==> config.mk <==
export PLATFORM = sky130hd
export DESIGN_NAME = gpio_evt_port
export DESIGN_NICKNAME = d
export VERILOG_FILES = /design/src/rtl/gpio_evt_pkg.sv /design/src/rtl/gpio_evt_sync.sv /design/src/rtl/gpio_evt_pads.sv /design/src/rtl/gpio_evt_event.sv /design/src/rtl/gpio_evt_regs.sv /design/src/rtl/gpio_evt_port.sv
export SDC_FILE = /design/constraint.sdc
export NUM_CORES = 1
export LEC_CHECK = 0
export ABC_AREA = 1
export BUFFER_PORTS_ARGS = -buffer_cell sky130_fd_sc_hd__buf_2
export CAP_MARGIN = 0
export CORE_MARGIN = 8
export CORE_UTILIZATION = 49
export CTS_CLUSTER_DIAMETER = 150
export DETAILED_ROUTE_END_ITERATION = 16
export HOLD_SLACK_MARGIN = 0.12
export PLACE_DENSITY_LB_ADDON = 0.05
export SLEW_MARGIN = 10
export SYNTH_ARGS = -nofsm -noshare
export SYNTH_HDL_FRONTEND = slang
export SYNTH_SLANG_ARGS = --single-unit
==> constraint.sdc <==
create_clock -name clk -period 1.73 [get_ports clk]
set_input_delay 0.4325 -clock clk [delete_from_list [all_inputs] [get_ports clk]]
set_output_delay 0.4325 -clock clk [all_outputs]
set_load 0.05 [all_outputs]
==> src/rtl/gpio_evt_pkg.sv <==
package gpio_evt_pkg;

    localparam int NPINS     = 16;
    localparam int PIN_W     = $clog2(NPINS);
    localparam int ADDR_W    = 3;
    localparam int CLKEN_BIT = 5;
    localparam int EVT_W     = PIN_W + 2;
    localparam logic [NPINS-1:0] DIR_RESET = '1;

    typedef enum logic [ADDR_W-1:0] {
        A_OUT  = 3'd0,
        A_DIR  = 3'd1,
        A_IN   = 3'd2,
        A_CTRL = 3'd3,
        A_FUNC = 3'd4,
        A_EVT  = 3'd5,
        A_STAT = 3'd6,
        A_MASK = 3'd7
    } reg_addr_e;

    // bit 5 edge, bits 4:1 pin, bit 0 enable
    typedef struct packed {
        logic             rise;
        logic [PIN_W-1:0] pin;
        logic             en;
    } evt_cfg_t;

    // bit 1 gpio, bit 0 keypad
    typedef struct packed {
        logic gpio;
        logic kbd;
    } irq_vec_t;

    function automatic logic edge_match(evt_cfg_t c, logic now_v, logic old_v);
        if (!c.en) return 1'b0;
        return c.rise ? (now_v & ~old_v) : (~now_v & old_v);
    endfunction

endpackage

==> src/rtl/gpio_evt_sync.sv <==
module gpio_evt_sync
    import gpio_evt_pkg::*;
#(
    parameter int W = NPINS
) (
    input  logic         clk,
    input  logic         rst,
    input  logic         clken,
    input  logic [W-1:0] pad_in,
    output logic [W-1:0] sync_q,
    output logic [W-1:0] prev_q
);
    logic [W-1:0] stage1;

    always_ff @(posedge clk) begin
        if (rst) begin
            stage1 <= '0;
            sync_q <= '0;
            prev_q <= '0;
        end else if (clken) begin
            stage1 <= pad_in;
            sync_q <= stage1;
            prev_q <= sync_q;
        end
    end

    assert_hold_when_gated_R5: assert property (@(posedge clk) disable iff (rst)
        !clken |=> $stable(sync_q) && $stable(prev_q));

endmodule

==> src/rtl/gpio_evt_pads.sv <==
module gpio_evt_pads
    import gpio_evt_pkg::*;
#(
    parameter int W = NPINS
) (
    input  logic [W-1:0] func_sel,
    input  logic [W-1:0] out_q,
    input  logic [W-1:0] dir_q,
    input  logic [W-1:0] alt_out,
    input  logic [W-1:0] alt_oe,
    output logic [W-1:0] pad_out,
    output logic [W-1:0] pad_oe
);
    for (genvar i = 0; i < W; i++) begin : g_pin
        always_comb begin
            if (func_sel[i]) begin
                pad_out[i] = out_q[i];
                pad_oe[i]  = ~dir_q[i];
            end else begin
                pad_out[i] = alt_out[i];
                pad_oe[i]  = alt_oe[i];
            end
        end
    end
endmodule

==> src/rtl/gpio_evt_event.sv <==
module gpio_evt_event
    import gpio_evt_pkg::*;
#(
    parameter int W = NPINS
) (
    input  logic         clk,
    input  logic         rst,
    input  logic         clken,
    input  evt_cfg_t     cfg,
    input  logic [W-1:0] sync_q,
    input  logic [W-1:0] prev_q,
    input  logic         stat_rd,
    input  logic         kbd_req,
    input  irq_vec_t     mask,
    output irq_vec_t     stat,
    output logic         irq
);
    logic hit;
    logic gflag;

    always_comb begin
        hit = clken & edge_match(cfg, sync_q[cfg.pin], prev_q[cfg.pin]);
    end

    always_ff @(posedge clk) begin
        if (rst)          gflag <= 1'b0;
        else if (hit)     gflag <= 1'b1;
        else if (stat_rd) gflag <= 1'b0;
    end

    always_comb begin
        stat.gpio = gflag;
        stat.kbd  = kbd_req;
        irq       = (stat.gpio & ~mask.gpio) | (stat.kbd & ~mask.kbd);
    end

    assert_edge_sets_flag_R6: assert property (@(posedge clk) disable iff (rst)
        hit |=> gflag);
    assert_read_clears_R8: assert property (@(posedge clk) disable iff (rst)
        (stat_rd && !hit) |=> !gflag);
    assert_read_edge_keeps_R9: assert property (@(posedge clk) disable iff (rst)
        (stat_rd && hit) |=> gflag);
    assert_fully_masked_quiet_R10: assert property (@(posedge clk) disable iff (rst)
        (mask == 2'b11) |-> !irq);

endmodule

==> src/rtl/gpio_evt_regs.sv <==
module gpio_evt_regs
    import gpio_evt_pkg::*;
#(
    parameter int W = NPINS
) (
    input  logic              clk,
    input  logic              rst,
    input  logic              bus_wr,
    input  logic              bus_rd,
    input  logic [ADDR_W-1:0] bus_addr,
    input  logic [W-1:0]      bus_wdata,
    input  logic [W-1:0]      in_sync,
    input  irq_vec_t          stat,
    output logic [W-1:0]      bus_rdata,
    output logic [W-1:0]      out_q,
    output logic [W-1:0]      dir_q,
    output logic [W-1:0]      func_q,
    output logic              clken,
    output evt_cfg_t          evt_q,
    output irq_vec_t          mask_q,
    output logic              stat_rd
);
    logic [W-1:0] ctrl_q;
    reg_addr_e    addr;

    always_comb begin
        addr    = reg_addr_e'(bus_addr);
        clken   = ctrl_q[CLKEN_BIT];
        stat_rd = bus_rd && (addr == A_STAT);
    end

    always_ff @(posedge clk) begin
        if (rst) begin
            out_q  <= '0;
            dir_q  <= DIR_RESET;
            func_q <= '0;
            ctrl_q <= '0;
            evt_q  <= '0;
            mask_q <= '1;
        end else if (bus_wr) begin
            unique case (addr)
                A_OUT:   out_q  <= bus_wdata;
                A_DIR:   dir_q  <= bus_wdata;
                A_CTRL:  ctrl_q <= bus_wdata;
                A_FUNC:  func_q <= bus_wdata;
                A_EVT:   evt_q  <= evt_cfg_t'(bus_wdata[EVT_W-1:0]);
                A_MASK:  mask_q <= irq_vec_t'(bus_wdata[1:0]);
                default: ;
            endcase
        end
    end

    always_comb begin
        bus_rdata = '0;
        if (bus_rd) begin
            unique case (addr)
                A_OUT:  bus_rdata = out_q;
                A_DIR:  bus_rdata = dir_q;
                A_IN:   bus_rdata = in_sync;
                A_CTRL: bus_rdata = ctrl_q;
                A_FUNC: bus_rdata = func_q;
                A_EVT:  bus_rdata = W'(evt_q);
                A_STAT: bus_rdata = W'(stat);
                A_MASK: bus_rdata = W'(mask_q);
                default: bus_rdata = '0;
            endcase
        end
    end

    assert_dir_after_reset_R2: assert property (@(posedge clk)
        $past(rst) |-> (dir_q == DIR_RESET && func_q == '0));

endmodule

==> src/rtl/gpio_evt_port.sv <==
module gpio_evt_port
    import gpio_evt_pkg::*;
(
    input  logic              clk,
    input  logic              rst,
    input  logic              bus_wr,
    input  logic              bus_rd,
    input  logic [ADDR_W-1:0] bus_addr,
    input  logic [NPINS-1:0]  bus_wdata,
    output logic [NPINS-1:0]  bus_rdata,
    input  logic [NPINS-1:0]  pad_in,
    output logic [NPINS-1:0]  pad_out,
    output logic [NPINS-1:0]  pad_oe,
    input  logic [NPINS-1:0]  alt_out,
    input  logic [NPINS-1:0]  alt_oe,
    input  logic              kbd_req,
    output logic              irq
);
    logic [NPINS-1:0] out_q, dir_q, func_q, sync_q, prev_q;
    logic             clken, stat_rd;
    evt_cfg_t         evt_q;
    irq_vec_t         mask_q, stat;

    gpio_evt_regs #(.W(NPINS)) u_regs (
        .clk(clk), .rst(rst), .bus_wr(bus_wr), .bus_rd(bus_rd),
        .bus_addr(bus_addr), .bus_wdata(bus_wdata), .in_sync(sync_q),
        .stat(stat), .bus_rdata(bus_rdata), .out_q(out_q), .dir_q(dir_q),
        .func_q(func_q), .clken(clken), .evt_q(evt_q), .mask_q(mask_q),
        .stat_rd(stat_rd)
    );

    gpio_evt_sync #(.W(NPINS)) u_sync (
        .clk(clk), .rst(rst), .clken(clken), .pad_in(pad_in),
        .sync_q(sync_q), .prev_q(prev_q)
    );

    gpio_evt_event #(.W(NPINS)) u_event (
        .clk(clk), .rst(rst), .clken(clken), .cfg(evt_q), .sync_q(sync_q),
        .prev_q(prev_q), .stat_rd(stat_rd), .kbd_req(kbd_req),
        .mask(mask_q), .stat(stat), .irq(irq)
    );

    gpio_evt_pads #(.W(NPINS)) u_pads (
        .func_sel(func_q), .out_q(out_q), .dir_q(dir_q), .alt_out(alt_out),
        .alt_oe(alt_oe), .pad_out(pad_out), .pad_oe(pad_oe)
    );

endmodule

==> run summary <==
The first global-routing pass estimated 30400 um of wire. After synthesis, flip-flops and latches occupy 44.9% of the total area. The area growth from synthesis to layout is 63.4%.

The worst-margin pin slew was 0.481 ns. Port buffering added 120 buffers. The synthesized design spends more area on one cell type than any other, namely sky130_fd_sc_hd__dfxtp_1. The minimum setup slack in the final design was -0.335 ns; the number of rows in the core area was 38. After synthesis the netlist holds a flip-flop and latch count of 121. Summing every instance area after synthesis gives 5390 um^2. Headroom to the max-slew limit came out at 67.9%. Data on the critical path arrives at its endpoint at 1.63 ns. The flow ran to the end, but the final reports show violations. The first-iteration detailed-routing DRC count came out at 553. The area fraction of the dominant cell type after synthesis came out at 44.9%. The cell count after synthesis came out at 765. Averaged over all synthesized cells, the footprint is 7.05 um^2.

Setup violations remaining at the end of the flow were counted as 30. TritonCTS built the clock tree. The later pin in the worst-skew pair is clocked with a latency of 0.52 ns. Ranked by total cell area, the synthesized netlist is headed by sky130_fd_sc_hd__dfxtp_1 45%, sky130_fd_sc_hd__o21ai_0 13%, sky130_fd_sc_hd__a21oi_1 8.9%, sky130_fd_sc_hd__nand2_1 8.9%, sky130_fd_sc_hd__inv_1 6.3%. After detailed routing, the total wire length is 20400 um.

The tools report the synthesized net count as 837. The run gives 0 as the remaining global-route overflow. The highest fanout seen on the critical path works out to 5. After the last flow step, the layout net total stands at 1001.

The logs give 1.16 mV for the largest voltage drop on the vdd net and 0.15 ns for the worst reg-to-reg setup slack. Setup repair after global routing could not meet its margin everywhere. The worst setup path is of the primary input to primary output kind. The clock transition at the register clock pins on the worst setup and hold paths after CTS works out to 0.06 ns. The number of global-route vias before repair is 5845, and the largest net degree at the start of global routing is 62. The maximum clock frequency was 484 MHz. The max-capacitance violation count was 0. The switching power was 2200 uW.

Yosys mapped a number of flops with a built-in enable equal to 0. Total power for the finished layout comes to 7750 uW. After detailed routing, the average wire length per cell comes to 18.9 um.

The number of clock sinks came out at 121. The checks that failed: setup timing. The fraction of the cycle the final worst path needs came out at 119%.

For this configuration, the core starts out at a cell density of 50.0%. The H-tree was split into 4 levels. The worst register-to-register path begins at u_regs.evt_q[1]$_SDFFE_PP0P_.

The congestion estimate from routability-driven global placement came to 0.907. Detailed-router iteration count before antenna repair: 7. For this run, asynchronously set or reset flops after synthesis account for 0%. The tools report the count of unresolved DRC violations after routing as 0. In this run the standard cell core region covers 10800 um^2. Before CTS, the worst setup slack after placement is -0.492 ns.

Combinational logic burns 18.4% of the power. The analysis attributes to cell leakage a power of 0.00356 uW. The clock share of power was 43.0%; the total count of hold-check failures in the final report was 0. Cells fill 81.6% of the core in the end. In this run the worst hold path is classified as primary input to flop.

Measured along the x axis, the die boundary spans 121 um. The worst hold path begins at pad_in[10]. Subtracting the final worst setup slack from the clock period gives 2.07 ns.

Global routing used 26.0% of the available tracks. In this run the remaining antenna-violating nets after routing total 0. Cell at the root of the clock tree: sky130_fd_sc_hd__clkbuf_8. The tools report the type of destination of the critical path as a primary output. The power density over cell area is 880 nW/um^2. The maximum buffer depth of the clock tree was 2; the die area was 14600 um^2. Counting distinct cell types in the post-synthesis netlist gives 20. Internal power comes to 5550 uW.

The run gives 12200 um as the final HPWL from detailed placement. Detailed routing inserted a total of 6207 vias. Sequential cells account for 38.6% of the total power. Die height: 121 um. The kind of start point of the critical path is a primary input. The post-route clock skew was 0.00581 ns; the vias per cell was 5.74.

For the number of pins exceeding their max-slew limit in the final report, the log shows 0. The startpoint of the most critical setup path was bus_addr[2]. The layout has 646 filler cells. The fraction of power spent switching nets is 28.4%, and the number of antenna violations at the first check in global routing is 1.

Data on the critical path is required at its endpoint by 1.30 ns. Pin placement for this block handled 121 I/O pins. TritonCTS created 17 clock buffers. The most used flip-flop cell after synthesis is sky130_fd_sc_hd__dfxtp_1. Yosys printed 0 warnings.

The ratio of cells with drive above 1 in the final layout works out to 40.9%.
==> cell families (layout without fill, tap and decap cells) <==
kind of cell	count (synthesis)	count (layout)	synth area share, %
buf+inv	143	318	10.3
compound gates	280	280	27.8
simple gates	221	221	17.0
flops	121	121	44.9
other cells	0	1	0
==> metal layers <==
metal  global-route usage [%]  up-vias  share of wire (%)
met4                     11.2        0                3.0
met2                     44.5      262                 50
li1                         -     2916                  -
met5                        0        -                  0
met3                     5.68       60                6.8
met1                     30.7     2969                 41
==> synth_stat cells (2+ instances only) <==
library cell               count
sky130_fd_sc_hd__nand3_2       2
sky130_fd_sc_hd__o22ai_1      17
sky130_fd_sc_hd__inv_2         6
sky130_fd_sc_hd__a21oi_1      96
sky130_fd_sc_hd__nor2_1       42
sky130_fd_sc_hd__o21ai_0     142
sky130_fd_sc_hd__clkbuf_1     32
sky130_fd_sc_hd__dfxtp_1     121
sky130_fd_sc_hd__buf_2        13
sky130_fd_sc_hd__nand3_1      46
sky130_fd_sc_hd__a221oi_1     16
sky130_fd_sc_hd__o211ai_1      3
sky130_fd_sc_hd__a31oi_1       6
sky130_fd_sc_hd__nand2_1     128
sky130_fd_sc_hd__inv_1        90
==> power by group through the flow <==
stage,Sequential [uW],Clock [uW],Combinational [uW]
final,2990,3340,1430
after CTS,2980,3350,1320
after global routing,3000,3480,1510
after detailed placement,3030,0,1070
after floorplan,3000,0,738
after global placement,3020,0,1050
==> per-stage QoR <==
stage                     cell area [um^2]  setup TNS, ns  hold slack (ns)  std cells
after CTS                             8440          -4.46            0.123       1068
after global placement                6820          -7.82            0.439       1016
after global routing                  8810          -6.54            0.124       1081
after floorplan                       5900          -2.54            0.429        765
final                                 8810          -4.70            0.140       1081
after detailed placement              6820          -8.36            0.443       1016
==> state kept, by name, indices dropped and copies added, names as in the netlist <==
register / count
u_regs.dir_q: 16
u_regs.func_q: 16
u_sync.stage1: 16
u_regs.mask_q: 2
u_sync.sync_q: 16
u_sync.prev_q: 16
u_regs.evt_q: 6
u_regs.out_q: 16
u_event.gflag: 1
u_regs.ctrl_q: 16
==> layout make-up <==
| class | count | area [um^2] | share of cell area (%) |
|---|---|---|---|
| diodes | 1 | 2.50 | 0.0284 |
| clock buffers | 20 | 445 | 5.06 |
| clock inverters | 10 | 103 | 1.16 |
| inverters | 97 | 422 | 4.79 |
| multi-input cells | 501 | 3370 | 38.2 |
| flip-flops and latches | 121 | 2450 | 27.8 |
| well taps | 140 | 175 | 1.99 |
| repair buffers | 190 | 1840 | 20.8 |
| repair inverters | 1 | 5.00 | 0.0568 |
==> cell usage in the layout (no fill, tap or decap), types with 2 or more instances in the layout <==
cell type and count:
sky130_fd_sc_hd__nand2_2 26, sky130_fd_sc_hd__inv_1 64, sky130_fd_sc_hd__nand2_4 5, sky130_fd_sc_hd__o21ai_4 3, sky130_fd_sc_hd__dfxtp_1 104, sky130_fd_sc_hd__o21ai_1 10, sky130_fd_sc_hd__nand2_1 97, sky130_fd_sc_hd__clkbuf_16 16
sky130_fd_sc_hd__buf_8 5, sky130_fd_sc_hd__nand3_1 44, sky130_fd_sc_hd__nor2_4 2, sky130_fd_sc_hd__o22ai_4 13, sky130_fd_sc_hd__dfxtp_4 3, sky130_fd_sc_hd__clkinvlp_4 2, sky130_fd_sc_hd__buf_6 68, sky130_fd_sc_hd__buf_16 4
sky130_fd_sc_hd__o21ai_0 104, sky130_fd_sc_hd__buf_12 16, sky130_fd_sc_hd__dlygate4sd3_1 3, sky130_fd_sc_hd__a21oi_1 84, sky130_fd_sc_hd__nand3_4 3, sky130_fd_sc_hd__a221oi_4 14, sky130_fd_sc_hd__nor2_1 41, sky130_fd_sc_hd__clkbuf_8 3
sky130_fd_sc_hd__a221oi_2 2, sky130_fd_sc_hd__a21oi_4 11, sky130_fd_sc_hd__dfxtp_2 14, sky130_fd_sc_hd__inv_8 4, sky130_fd_sc_hd__clkinv_2 8, sky130_fd_sc_hd__o211ai_1 3, sky130_fd_sc_hd__o22ai_2 4, sky130_fd_sc_hd__bufinv_16 2
sky130_fd_sc_hd__inv_6 2, sky130_fd_sc_hd__buf_2 68, sky130_fd_sc_hd__a31oi_4 6, sky130_fd_sc_hd__inv_2 20, sky130_fd_sc_hd__buf_4 26, sky130_fd_sc_hd__o21ai_2 25, sky130_fd_sc_hd__inv_4 5
==> timing repair <==
item,4_1_cts,5_1_grt
gates cloned,4,1
gates resized for setup,230,85
hold buffers,3,0
buffers inserted,17,14
endpoints found under the hold margin,3,0
endpoints found under the setup margin,49,50
pin swaps,43,16
==> worst paths after layout <==
check / depth (start not counted) / to
hold reg to reg: 2 / u_sync.prev_q[14]$_SDFFE_PP0P_
setup reg to reg: 11 / u_event.gflag$_SDFFE_PP0P_
hold / removal: 3 / u_sync.stage1[10]$_SDFFE_PP0P_
setup / recovery: 9 / bus_rdata[15]
==> critical path, cell delays in order <==
cell and delay (ns):
sky130_fd_sc_hd__buf_8 0.10, sky130_fd_sc_hd__inv_6 0.05, sky130_fd_sc_hd__nand3_4 0.13, sky130_fd_sc_hd__buf_12 0.17, sky130_fd_sc_hd__buf_12 0.14, sky130_fd_sc_hd__o22ai_4 0.20
sky130_fd_sc_hd__a221oi_4 0.06, sky130_fd_sc_hd__a21oi_4 0.16, sky130_fd_sc_hd__buf_6 0.18
Note: power is estimated with default switching activity, not from simulation.
